$ cat src/rtl/flseq_pkg.sv
package flseq_pkg;

  localparam int CNT_W = 24;

  localparam logic [7:0] OFF_CTRL = 8'h00;
  localparam logic [7:0] OFF_TIM0 = 8'h04;
  localparam logic [7:0] OFF_TIM1 = 8'h08;
  localparam logic [7:0] OFF_TIM2 = 8'h0C;
  localparam logic [7:0] OFF_ADDR = 8'h20;
  localparam logic [7:0] OFF_STAT = 8'h2C;

  localparam int CB_SLEEP  = 0;
  localparam int CB_WP     = 1;
  localparam int CB_MASS   = 3;
  localparam int CB_PAGE   = 4;
  localparam int CB_PROG   = 5;
  localparam int CB_REF    = 6;
  localparam int CB_RECALL = 7;
  localparam int CB_AUTO   = 8;

  typedef enum logic [2:0] {
    OP_NONE   = 3'd0,
    OP_MASS   = 3'd1,
    OP_PAGE   = 3'd2,
    OP_PROG   = 3'd3,
    OP_REF    = 3'd4,
    OP_RECALL = 3'd5
  } op_e;

  typedef enum logic [1:0] {
    PH_IDLE  = 2'd0,
    PH_SETUP = 2'd1,
    PH_MAIN  = 2'd2,
    PH_HOLD  = 2'd3
  } phase_e;

  typedef struct packed {
    logic [15:0] nvh;
    logic [5:0]  wait_st;
    logic [23:0] erase;
    logic [3:0]  t10;
    logic [7:0]  t100;
    logic [15:0] prog;
  } timing_t;

  // Lowest control bit wins.
  function automatic op_e pick_op(input logic [31:0] w);
    if (w[CB_MASS])        return OP_MASS;
    else if (w[CB_PAGE])   return OP_PAGE;
    else if (w[CB_PROG])   return OP_PROG;
    else if (w[CB_REF])    return OP_REF;
    else if (w[CB_RECALL]) return OP_RECALL;
    else                   return OP_NONE;
  endfunction

endpackage

$ cat src/rtl/flseq_regs.sv
module flseq_regs
  import flseq_pkg::*;
#(
  parameter int FADDR_W   = 20,
  parameter int ROW_BYTES = 32
) (
  input  logic               clk,
  input  logic               rst_n,
  input  logic               wr_en,
  input  logic [7:0]         wr_addr,
  input  logic [31:0]        wr_data,
  input  logic               busy,
  input  logic               fin,
  input  op_e                fin_op,
  output timing_t            tim,
  output logic [FADDR_W-1:0] addr_q,
  output logic               sleep_q,
  output logic               wp_q,
  output logic               auto_q,
  output logic               start,
  output op_e                start_op
);

  localparam logic [FADDR_W-1:0] ROW_STEP = FADDR_W'(ROW_BYTES);

  logic ctrl_hit;
  logic cfg_ok;
  op_e  req_op;

  assign req_op   = pick_op(wr_data);
  assign ctrl_hit = wr_en && (wr_addr == OFF_CTRL) && !busy;
  assign cfg_ok   = wr_en && !busy && !wp_q;
  assign start    = ctrl_hit && !wp_q && (req_op != OP_NONE);
  assign start_op = req_op;

  always_ff @(posedge clk or negedge rst_n) begin
    if (!rst_n) begin
      tim     <= '0;
      addr_q  <= '0;
      sleep_q <= 1'b0;
      wp_q    <= 1'b0;
      auto_q  <= 1'b0;
    end else begin
      if (ctrl_hit) begin
        sleep_q <= wr_data[CB_SLEEP];
        wp_q    <= wr_data[CB_WP];
        auto_q  <= wr_data[CB_AUTO];
      end
      if (cfg_ok && wr_addr == OFF_TIM0) begin
        tim.nvh     <= wr_data[31:16];
        tim.wait_st <= wr_data[5:0];
      end
      if (cfg_ok && wr_addr == OFF_TIM1) begin
        tim.erase <= wr_data[23:0];
      end
      if (cfg_ok && wr_addr == OFF_TIM2) begin
        tim.t10  <= wr_data[27:24];
        tim.t100 <= wr_data[23:16];
        tim.prog <= wr_data[15:0];
      end
      if (cfg_ok && wr_addr == OFF_ADDR) begin
        addr_q <= wr_data[FADDR_W-1:0];
      end else if (fin && fin_op == OP_PROG && auto_q) begin
        addr_q <= addr_q + ROW_STEP;
      end
    end
  end

endmodule

$ cat src/rtl/flseq_seq.sv
module flseq_seq
  import flseq_pkg::*;
(
  input  logic    clk,
  input  logic    rst_n,
  input  logic    start,
  input  op_e     start_op,
  input  timing_t tim,
  output phase_e  phase,
  output op_e     cur_op,
  output logic    busy,
  output logic    fin
);

  phase_e           ph_q;
  op_e              op_q;
  logic [CNT_W-1:0] cnt_q;
  logic             last;
  logic [CNT_W-1:0] main_len;
  logic             unused_wait;

  assign unused_wait = ^tim.wait_st;

  // A count of zero behaves as one cycle.
  assign last = (cnt_q <= CNT_W'(1));

  always_comb begin
    case (op_q)
      OP_PROG:   main_len = CNT_W'(tim.prog);
      OP_RECALL: main_len = CNT_W'(tim.t100);
      default:   main_len = tim.erase;
    endcase
  end

  assign fin    = last && ((ph_q == PH_HOLD) ||
                           (ph_q == PH_MAIN && op_q == OP_RECALL));
  assign busy   = (ph_q != PH_IDLE);
  assign phase  = ph_q;
  assign cur_op = op_q;

  always_ff @(posedge clk or negedge rst_n) begin
    if (!rst_n) begin
      ph_q  <= PH_IDLE;
      op_q  <= OP_NONE;
      cnt_q <= '0;
    end else begin
      case (ph_q)
        PH_IDLE: begin
          if (start) begin
            ph_q  <= PH_SETUP;
            op_q  <= start_op;
            cnt_q <= CNT_W'(tim.t10);
          end
        end
        PH_SETUP: begin
          if (!last) cnt_q <= cnt_q - 1'b1;
          else begin
            ph_q  <= PH_MAIN;
            cnt_q <= main_len;
          end
        end
        PH_MAIN: begin
          if (!last) cnt_q <= cnt_q - 1'b1;
          else if (op_q == OP_RECALL) ph_q <= PH_IDLE;
          else begin
            ph_q  <= PH_HOLD;
            cnt_q <= CNT_W'(tim.nvh);
          end
        end
        default: begin
          if (!last) cnt_q <= cnt_q - 1'b1;
          else       ph_q  <= PH_IDLE;
        end
      endcase
    end
  end

endmodule

$ cat src/rtl/flseq_rdback.sv
module flseq_rdback
  import flseq_pkg::*;
#(
  parameter int FADDR_W = 20
) (
  input  logic               clk,
  input  logic               rst_n,
  input  logic               rd_en,
  input  logic [7:0]         rd_addr,
  input  timing_t            tim,
  input  logic [FADDR_W-1:0] addr_q,
  input  logic               sleep_q,
  input  logic               wp_q,
  input  logic               auto_q,
  input  logic               busy,
  input  op_e                cur_op,
  output logic [31:0]        rdata
);

  logic [31:0] v;

  always_comb begin
    v = '0;
    case (rd_addr)
      OFF_CTRL: begin
        v[CB_SLEEP] = sleep_q;
        v[CB_WP]    = wp_q;
        v[CB_AUTO]  = auto_q;
        if (busy) begin
          case (cur_op)
            OP_MASS:   v[CB_MASS]   = 1'b1;
            OP_PAGE:   v[CB_PAGE]   = 1'b1;
            OP_PROG:   v[CB_PROG]   = 1'b1;
            OP_REF:    v[CB_REF]    = 1'b1;
            OP_RECALL: v[CB_RECALL] = 1'b1;
            default:   ;
          endcase
        end
      end
      OFF_TIM0: v = {tim.nvh, 10'd0, tim.wait_st};
      OFF_TIM1: v = {8'd0, tim.erase};
      OFF_TIM2: v = {4'd0, tim.t10, tim.t100, tim.prog};
      OFF_ADDR: v = 32'(addr_q);
      OFF_STAT: v = {31'd0, busy};
      default:  v = '0;
    endcase
  end

  always_ff @(posedge clk or negedge rst_n) begin
    if (!rst_n)     rdata <= '0;
    else if (rd_en) rdata <= v;
  end

endmodule

$ cat src/rtl/flash_op_seq.sv
module flash_op_seq
  import flseq_pkg::*;
#(
  parameter int FADDR_W    = 20,
  parameter int PAGE_BYTES = 4096,
  parameter int ROW_BYTES  = 32
) (
  input  logic               clk,
  input  logic               rst_n,
  input  logic               bus_wr,
  input  logic               bus_rd,
  input  logic [7:0]         bus_addr,
  input  logic [31:0]        bus_wdata,
  output logic [31:0]        bus_rdata,
  output logic               op_busy,
  output logic [4:0]         fm_strobe,
  output logic               fm_hold,
  output logic [FADDR_W-1:0] fm_addr,
  output logic               fm_sleep,
  output logic [5:0]         fm_wait
);

  localparam int NUM_OPS = 5;
  localparam logic [FADDR_W-1:0] PAGE_MASK = ~(FADDR_W'(PAGE_BYTES - 1));

  timing_t            tim;
  logic [FADDR_W-1:0] addr_q;
  logic               sleep_q, wp_q, auto_q;
  logic               start, fin, busy;
  op_e                start_op, cur_op;
  phase_e             phase;

  flseq_regs #(.FADDR_W(FADDR_W), .ROW_BYTES(ROW_BYTES)) u_regs (
    .clk(clk), .rst_n(rst_n),
    .wr_en(bus_wr), .wr_addr(bus_addr), .wr_data(bus_wdata),
    .busy(busy), .fin(fin), .fin_op(cur_op),
    .tim(tim), .addr_q(addr_q), .sleep_q(sleep_q), .wp_q(wp_q),
    .auto_q(auto_q), .start(start), .start_op(start_op)
  );

  flseq_seq u_seq (
    .clk(clk), .rst_n(rst_n),
    .start(start), .start_op(start_op), .tim(tim),
    .phase(phase), .cur_op(cur_op), .busy(busy), .fin(fin)
  );

  flseq_rdback #(.FADDR_W(FADDR_W)) u_rd (
    .clk(clk), .rst_n(rst_n),
    .rd_en(bus_rd), .rd_addr(bus_addr),
    .tim(tim), .addr_q(addr_q), .sleep_q(sleep_q), .wp_q(wp_q),
    .auto_q(auto_q), .busy(busy), .cur_op(cur_op),
    .rdata(bus_rdata)
  );

  for (genvar g = 0; g < NUM_OPS; g++) begin : g_strobe
    assign fm_strobe[g] = (phase == PH_MAIN) && (cur_op == op_e'(3'(g + 1)));
  end

  always_comb begin
    fm_addr = addr_q;
    if (busy) begin
      case (cur_op)
        OP_MASS: fm_addr = '0;
        OP_PAGE: fm_addr = addr_q & PAGE_MASK;
        default: fm_addr = addr_q;
      endcase
    end
  end

  assign op_busy  = busy;
  assign fm_hold  = (phase == PH_HOLD);
  assign fm_sleep = sleep_q;
  assign fm_wait  = tim.wait_st;

endmodule

$ cat config.mk
export PLATFORM = sky130hd
export DESIGN_NAME = flash_op_seq
export DESIGN_NICKNAME = d
export VERILOG_FILES = /design/src/rtl/flseq_pkg.sv /design/src/rtl/flseq_regs.sv /design/src/rtl/flseq_seq.sv /design/src/rtl/flseq_rdback.sv /design/src/rtl/flash_op_seq.sv
export SDC_FILE = /design/constraint.sdc
export NUM_CORES = 1
export LEC_CHECK = 0
export BUFFER_PORTS_ARGS = -buffer_cell sky130_fd_sc_hd__buf_2
export CAP_MARGIN = 20
export CORE_MARGIN = 8
export CORE_UTILIZATION = 50
export CTS_CLUSTER_DIAMETER = 40
export DETAILED_ROUTE_END_ITERATION = 8
export PLACE_DENSITY_LB_ADDON = 0.25
export SLEW_MARGIN = 20
export SYNTH_ARGS = -nofsm -noshare
export SYNTH_HDL_FRONTEND = slang
export SYNTH_HIERARCHICAL = 1
export SYNTH_SLANG_ARGS = --single-unit
$ cat constraint.sdc
create_clock -name clk -period 3.2 [get_ports clk]
set_clock_uncertainty 0.1 [all_clocks]
set_input_delay 0.64 -clock clk [delete_from_list [all_inputs] [get_ports clk]]
set_output_delay 0.64 -clock clk [all_outputs]
set_load 0.01 [all_outputs]
==> reports/results.ini, run 1 <==
[status]
status=finished, final reports clean

[place]
place_area_sq_um=9788
hpwlAfterDp_um=20400
place_ws_ps=176.5
gp_congestion=0.9158
dp.cells=1199
io_buffers=109

[die]
fp.dieH_um=149.6
core_area_sq_um=17720
ios=110
num_rows=49
start_util_pct=50.36
dieArea_sq_um=22380
die_x_um=149.6

[cells_and_area]
antenna_cells=0
design_area_sq_um=10370
syn2layout_area_growth_pct=16.17
final_nets=1036
final_cells=1231
drive_above_1_share_pct=30.14

[sta]
fin_crit_sh_pct=88.98
hold_violations=0
clock.fmax_ghz=0.3512
slew_headroom_pct=47.21
fin_setup_tns_ps=0
setup-violations-final=0
drv_slew=0
rsz0062_at_grt=no
period_needed_ps=2847
tightest_slew_ps=791.8
hold_slack_ps=43.58
setup_slack_ps=352.8

[grt]
grt_busiest_layer=met2
antenna_found_initial=0
grt_use_met2_pct=39.32
met1_usage_pct=35.36
grt_usage_pct=25.83
globalRouteOverflowTotal=0
grt_pass1_vias=7732
met3_usage_pct=5.080
grt_pass1_wl_um=44520
grt_max_degree=59

[synthesis]
syn_area_per_cell_sq_um=10.23
netlist_top_cells_count=158 x dfrtp_1, 67 x mux2_2, 64 x nand2_1
synth-async-reset-ratio_pct=100.0
seq_area_frac_synth_pct=44.31
syn_area_sq_um=8924
synth-seq-cells=158
yosysUniqueCellTypes=87
ys_warn_count=6
synthFlopType=dfrtp_1
syn_inst=872
synth.top_cell.area_share_pct=44.31
syn_nets=919
synth_top_area_cell=dfrtp_1
synth_edf_count=0
yosysMostFrequentCell=dfrtp_1
synthTopCellsByArea=dfrtp_1 44%, mux2_2 8.5%, mux2_4 3.5%

[clocking]
cts_tree=done
cts.sinks=158
clk_pin_slew_worst_paths_ps=70
holdBufCountCts=0
clk_latency_ps=430
post_cts_resized=0
cts_setup_buffers=0
clock_path_buffers=2
cts-buffers-inserted=17
root_buffer=clkbuf_16
htree_levels=4

[critical_path]
critical-path-top-delay-family=simple AND/OR/NAND/NOR gates
required_ps=3450
r2r_cells=9
reg2reg_from=u_seq/cnt_q[0]
r2r_slack_ps=350
start_kind=flip-flop
crit_chain=inv_1, ha_1, nor2_1, nand4b_1, nor3_2, nand2_1, or4_1, or3_1, a31oi_1
worstPathMaxFanout=7
slowest_stage=or4_1
cp_num_buf_inv=1
crit_path_max_incr_delay_ps=470
crit_arrival_ps=3100
worstSetupPathType=reg2reg
r2r-end=u_regs/addr_q[12]
cp-end-kind=flip-flop

[route]
post-route-drc-count=0
drt-total-wl_um=28390
vias_per_cell=6.420
wl_per_cell_um=23.06
vias=7903
drtPass1Iterations=5
drt_first_iter_violations=740
antenna_left=0

[hold_path]
hold_class=in2async

[power]
ir_drop_uv=381.1
seqPwrFrac_pct=47.9
powerDensity_nw_per_um2=425.3
power.share.clock_pct=45.9
power_leakage_nw=4.714
p_int_mw=3.243
switching_share_pct=26.45
p_switching_mw=1.166
power_frac_comb_pct=6.2

[job]
cap_violations=0

[worst register-to-register path: cells and delay by family (launching register included)]
kind,cells,cell delay [ps]
and+or+nand+nor,6,1650
buffers and inverters,1,110
AOI/OAI and AO/OA,1,170
DFF,1,450
adders and majority gates,1,300
[cell usage in the layout, fill, tap and decap left out, types with 6 or more instances in the layout]
master	synthesis	routed
o22ai_1	25	25
or3_1	7	7
a22o_1	6	6
a21boi_0	10	10
nor2_1	43	43
and2_1	6	6
inv_1	45	45
o221ai_1	13	13
a22oi_1	24	24
o21ai_0	40	40
nand2b_1	14	14
nand3_1	31	31
a221oi_1	9	9
dfrtp_1	158	158
nor3_1	24	24
o32a_1	6	6
a21oi_1	30	30
mux2_4	21	21
a31oi_1	9	9
buf_2	15	108
nand2_1	64	64
nand4_1	15	15
mux2_2	67	67
xnor2_1	10	10
nor2b_1	12	11
clkbuf_16	0	17
nor4_1	9	9
and3_1	15	15
buf_4	6	39
a32oi_1	6	6
[metal layers]
| metal | vias up | part of all wire (%) |
|---|---|---|
| li1 | 3497 | - |
| met1 | 3932 | 43 |
| met2 | 418 | 46 |
| met3 | 56 | 7.4 |
| met4 | 0 | 3.6 |
| met5 | - | 0 |
[cell type report]
cell class                 count  area [sq um]
fill                        1528          7352
sequential                   158          3954
tap                          229         286.5
inverter                      45         168.9
timing repair buffer         149         864.6
multi-input combinational    618          4517
clock buffer                  18         429.2
clock inverter                14         146.4
[worst max path at each step]
stage	depth (start not counted)	to	startpoint	slack, ps
after floorplan	11	u_seq/cnt_q[21]	u_seq/phase[1]	150
after global placement	8	u_seq/cnt_q[21]	bus_addr[5]	220
after detailed placement	8	u_seq/cnt_q[21]	bus_addr[7]	180
after CTS	6	fm_addr[1]	u_seq/phase[1]	170
after global routing	4	fm_addr[6]	u_seq/cur_op[1]	120
final	9	u_regs/addr_q[12]	u_seq/cnt_q[0]	350
[state kept, by name, summed over array words and instances, names as in the netlist]
register and flops:
u_regs/tim 74, u_rd/rdata 32, u_seq/cnt_q 24, u_regs/addr_q 20, u_seq/cur_op 3, u_seq/phase 2, u_regs/auto_q 1, u_regs/sleep_q 1
u_regs/wp_q 1
[power groups by stage]
stage / combinational [mW] / sequential (mW) / clock (mW)
floorplan: 0.146 / 2.12 / 0
global placement: 0.267 / 2.15 / 0
detailed placement: 0.271 / 2.15 / 0
CTS: 0.272 / 2.11 / 2.05
global route: 0.303 / 2.12 / 2.13
finish: 0.273 / 2.11 / 2.02
[through the flow]
step | util (%) | power (mW)
after floorplan | - | 2.270
after global placement | 55.24 | 2.415
after detailed placement | 55.24 | 2.419
after CTS | 58.49 | 4.431
after global routing | 58.51 | 4.549
final | 58.51 | 4.409
[logic make-up after synthesis]
| logic type | share of synthesized area, % |
|---|---|
| AND/OR/NAND/NOR | 18.09 |
| AO/OA/AOI/OAI | 18.19 |
| flip-flops | 44.31 |
| buffers and inverters | 5.160 |
| multiplexers | 12.46 |
| XOR/XNOR | 1.374 |
| adder cells (fa/ha/maj) | 0.4207 |
Power figures use the tool's default switching activity.
==> inputs of run 2 (changes only) <==
CAP_MARGIN = 0   (was 20)
CORE_UTILIZATION = 41   (was 50)
==> reports/results.ini, run 2 (synthesis gave the netlist of run 1 again) <==
[route]
drt-met1-wl_um=13010  ; +6.1%
vias_per_cell=5.983  ; -6.8%
dr_wl_met2_um=13600  ; +4.6%
vias=7682  ; -2.8%
drtPass1Iterations=6  ; +1
routed.top_layer=met4
wl_per_cell_um=22.55  ; -2.2%
post-route-drc-count=0  ; unchanged
antenna_left=0  ; unchanged
drt-total-wl_um=28960  ; +2.0%
dr_wl_met3_um=1595  ; -24%
drt_first_iter_violations=625  ; -16%

[status]
status=finished, final reports clean

[critical_path]
required_ps=2460  ; -990 ps
start_kind=flip-flop
r2r_cells=11  ; +2
worstPathMaxFanout=22  ; +15
r2r_slack_ps=390  ; +40 ps
crit_arrival_ps=2200  ; -900 ps
worstSetupPathType=reg2out
cp-end-kind=primary output

[place]
dp.cells=1250  ; +4.3%
hpwlAfterDp_um=21010  ; +3.0%
io_buffers=109  ; unchanged
gp_congestion=0.9111  ; -0.51%

[cells_and_area]
regMostFlops=u_regs/tim
ff_latch_area_sq_um=3954  ; unchanged
utilization_pct=48.41  ; -10 points
top_regs=u_regs/tim (74), u_rd/rdata (32), u_seq/cnt_q (24)
multiInputGateArea_sq_um=4517  ; unchanged
final_nets=1037  ; +0.097%
num-fill-cells=2049  ; +34%
final_cell_mix=158 x dfrtp_1, 108 x buf_2, 67 x mux2_2
syn2layout_area_growth_pct=17.29
layout_commonest_cell=dfrtp_1
final_cells=1284  ; +4.3%
drive_above_1_share_pct=30.21  ; +0.070 points
largest_reg_flops=74  ; unchanged

[grt]
grt_usage_pct=21.75  ; -4.1 points
grt_pass1_wl_um=44690  ; +0.39%
grt_pass1_vias=7563  ; -2.2%
antenna_found_initial=0  ; unchanged
grt_max_degree=94  ; +59%
globalRouteOverflowTotal=0  ; unchanged

[sta]
rsz0062_at_grt=no
setup-violations-final=0  ; unchanged
hold_violations=0  ; unchanged
drv_slew=0  ; unchanged
clock.fmax_ghz=0.3402  ; -3.1%
hold_slack_ps=336.3  ; +292.7 ps
slew_headroom_pct=40.55  ; -6.7 points
fin_setup_tns_ps=0  ; unchanged
period_needed_ps=2939  ; +91.97 ps
tightest_slew_ps=888.7  ; +96.90 ps
fin_crit_sh_pct=91.85  ; +2.9 points

[hold_path]
hold_class=in2reg
min_path_cells=2

[power]
power.share.clock_pct=46.3  ; +0.4 points
switching_share_pct=26.56  ; +0.12 points
total_power_mw=4.444  ; +0.80%
p_switching_mw=1.180  ; +1.2%
seqPwrFrac_pct=47.6  ; -0.3 points
power_leakage_nw=4.729  ; +0.31%
powerDensity_nw_per_um2=424.6  ; -0.16%
p_int_mw=3.264  ; +0.65%
ir_drop_uv=322.6  ; -15%
power_frac_comb_pct=6.2  ; about the same

[clocking]
clk_pin_slew_worst_paths_ps=70  ; about the same
cts.sinks=158  ; unchanged
cts-buffers-inserted=17  ; unchanged
htree_levels=4  ; unchanged
clk_latency_ps=440  ; about the same
cts_setup_buffers=0  ; unchanged
cts_tree=done
clock_path_buffers=2  ; unchanged
root_buffer=clkbuf_16

[die]
start_util_pct=41.27  ; -9.1 points
die_x_um=163.5  ; +9.3%
ios=110  ; unchanged
num_rows=54  ; +10%
fp.dieH_um=163.5  ; +9.3%
core_area_sq_um=21620  ; +22%
dieArea_sq_um=26740  ; +19%

[job]
cap_violations=0  ; unchanged

## run 2: changes by cell type in the layout (fill, tap and decap cells not counted), sizes merged
cell | previous run | this run
diode | 0 | 1
dlygate4sd3 | 0 | 1
## run 2: cell type report
type	instances	area share (%)
multi-input combinational	618	43.16
sequential	158	37.78
timing repair buffer	150	8.476
clock buffer	18	4.196
tap	280	3.347
inverter	45	1.614
clock inverter	14	1.411
antenna	1	0.02391
## run 2: power groups by stage
stage	Clock [mW]	Sequential [mW]	Combinational [mW]
final	2.06	2.11	0.275
after floorplan	0	2.12	0.146
after global routing	2.15	2.12	0.303
after global placement	0	2.15	0.271
after detailed placement	0	2.15	0.274
after CTS	2.09	2.11	0.276
## run 2: final timing paths
path / start / end
max: u_seq/cur_op[0] / fm_addr[3]
min: bus_wdata[28] / u_regs/tim[70]
max reg2reg: u_seq/phase[1] / u_seq/cnt_q[10]
min reg2reg: u_rd/rdata[8] / u_rd/rdata[8]
max in group asynchronous: rst_n / u_seq/cnt_q[20]
min in group asynchronous: rst_n / u_rd/rdata[27]
## run 2: metal layers
layer,GRT usage [%],vias up
met3,4.108,47
met4,7.851,0
met5,0,-
met1,28.92,3843
met2,34.79,295
li1,-,3497
## run 2: worst max-delay path, stage by stage, from the launching register on
cell and delay [ps]:
dfrtp_1 340, buf_4 270, xor2_1 740, a21boi_0 220, buf_2 190
## run 2: stage by stage
step                      instance area (sq um)  setup slack, ps
after detailed placement                   9864            200.1
final                                     10470            260.8
after floorplan                            8929            149.5
after global routing                      10460            173.3
after CTS                                 10460            114.1
after global placement                     9864            233.9
## run 2: timing repair
action                                  CTS  global route
hold buffers                              1             0
endpoints found under the hold margin    28             0
endpoints found under the setup margin    0             7
resized for setup                         0             1
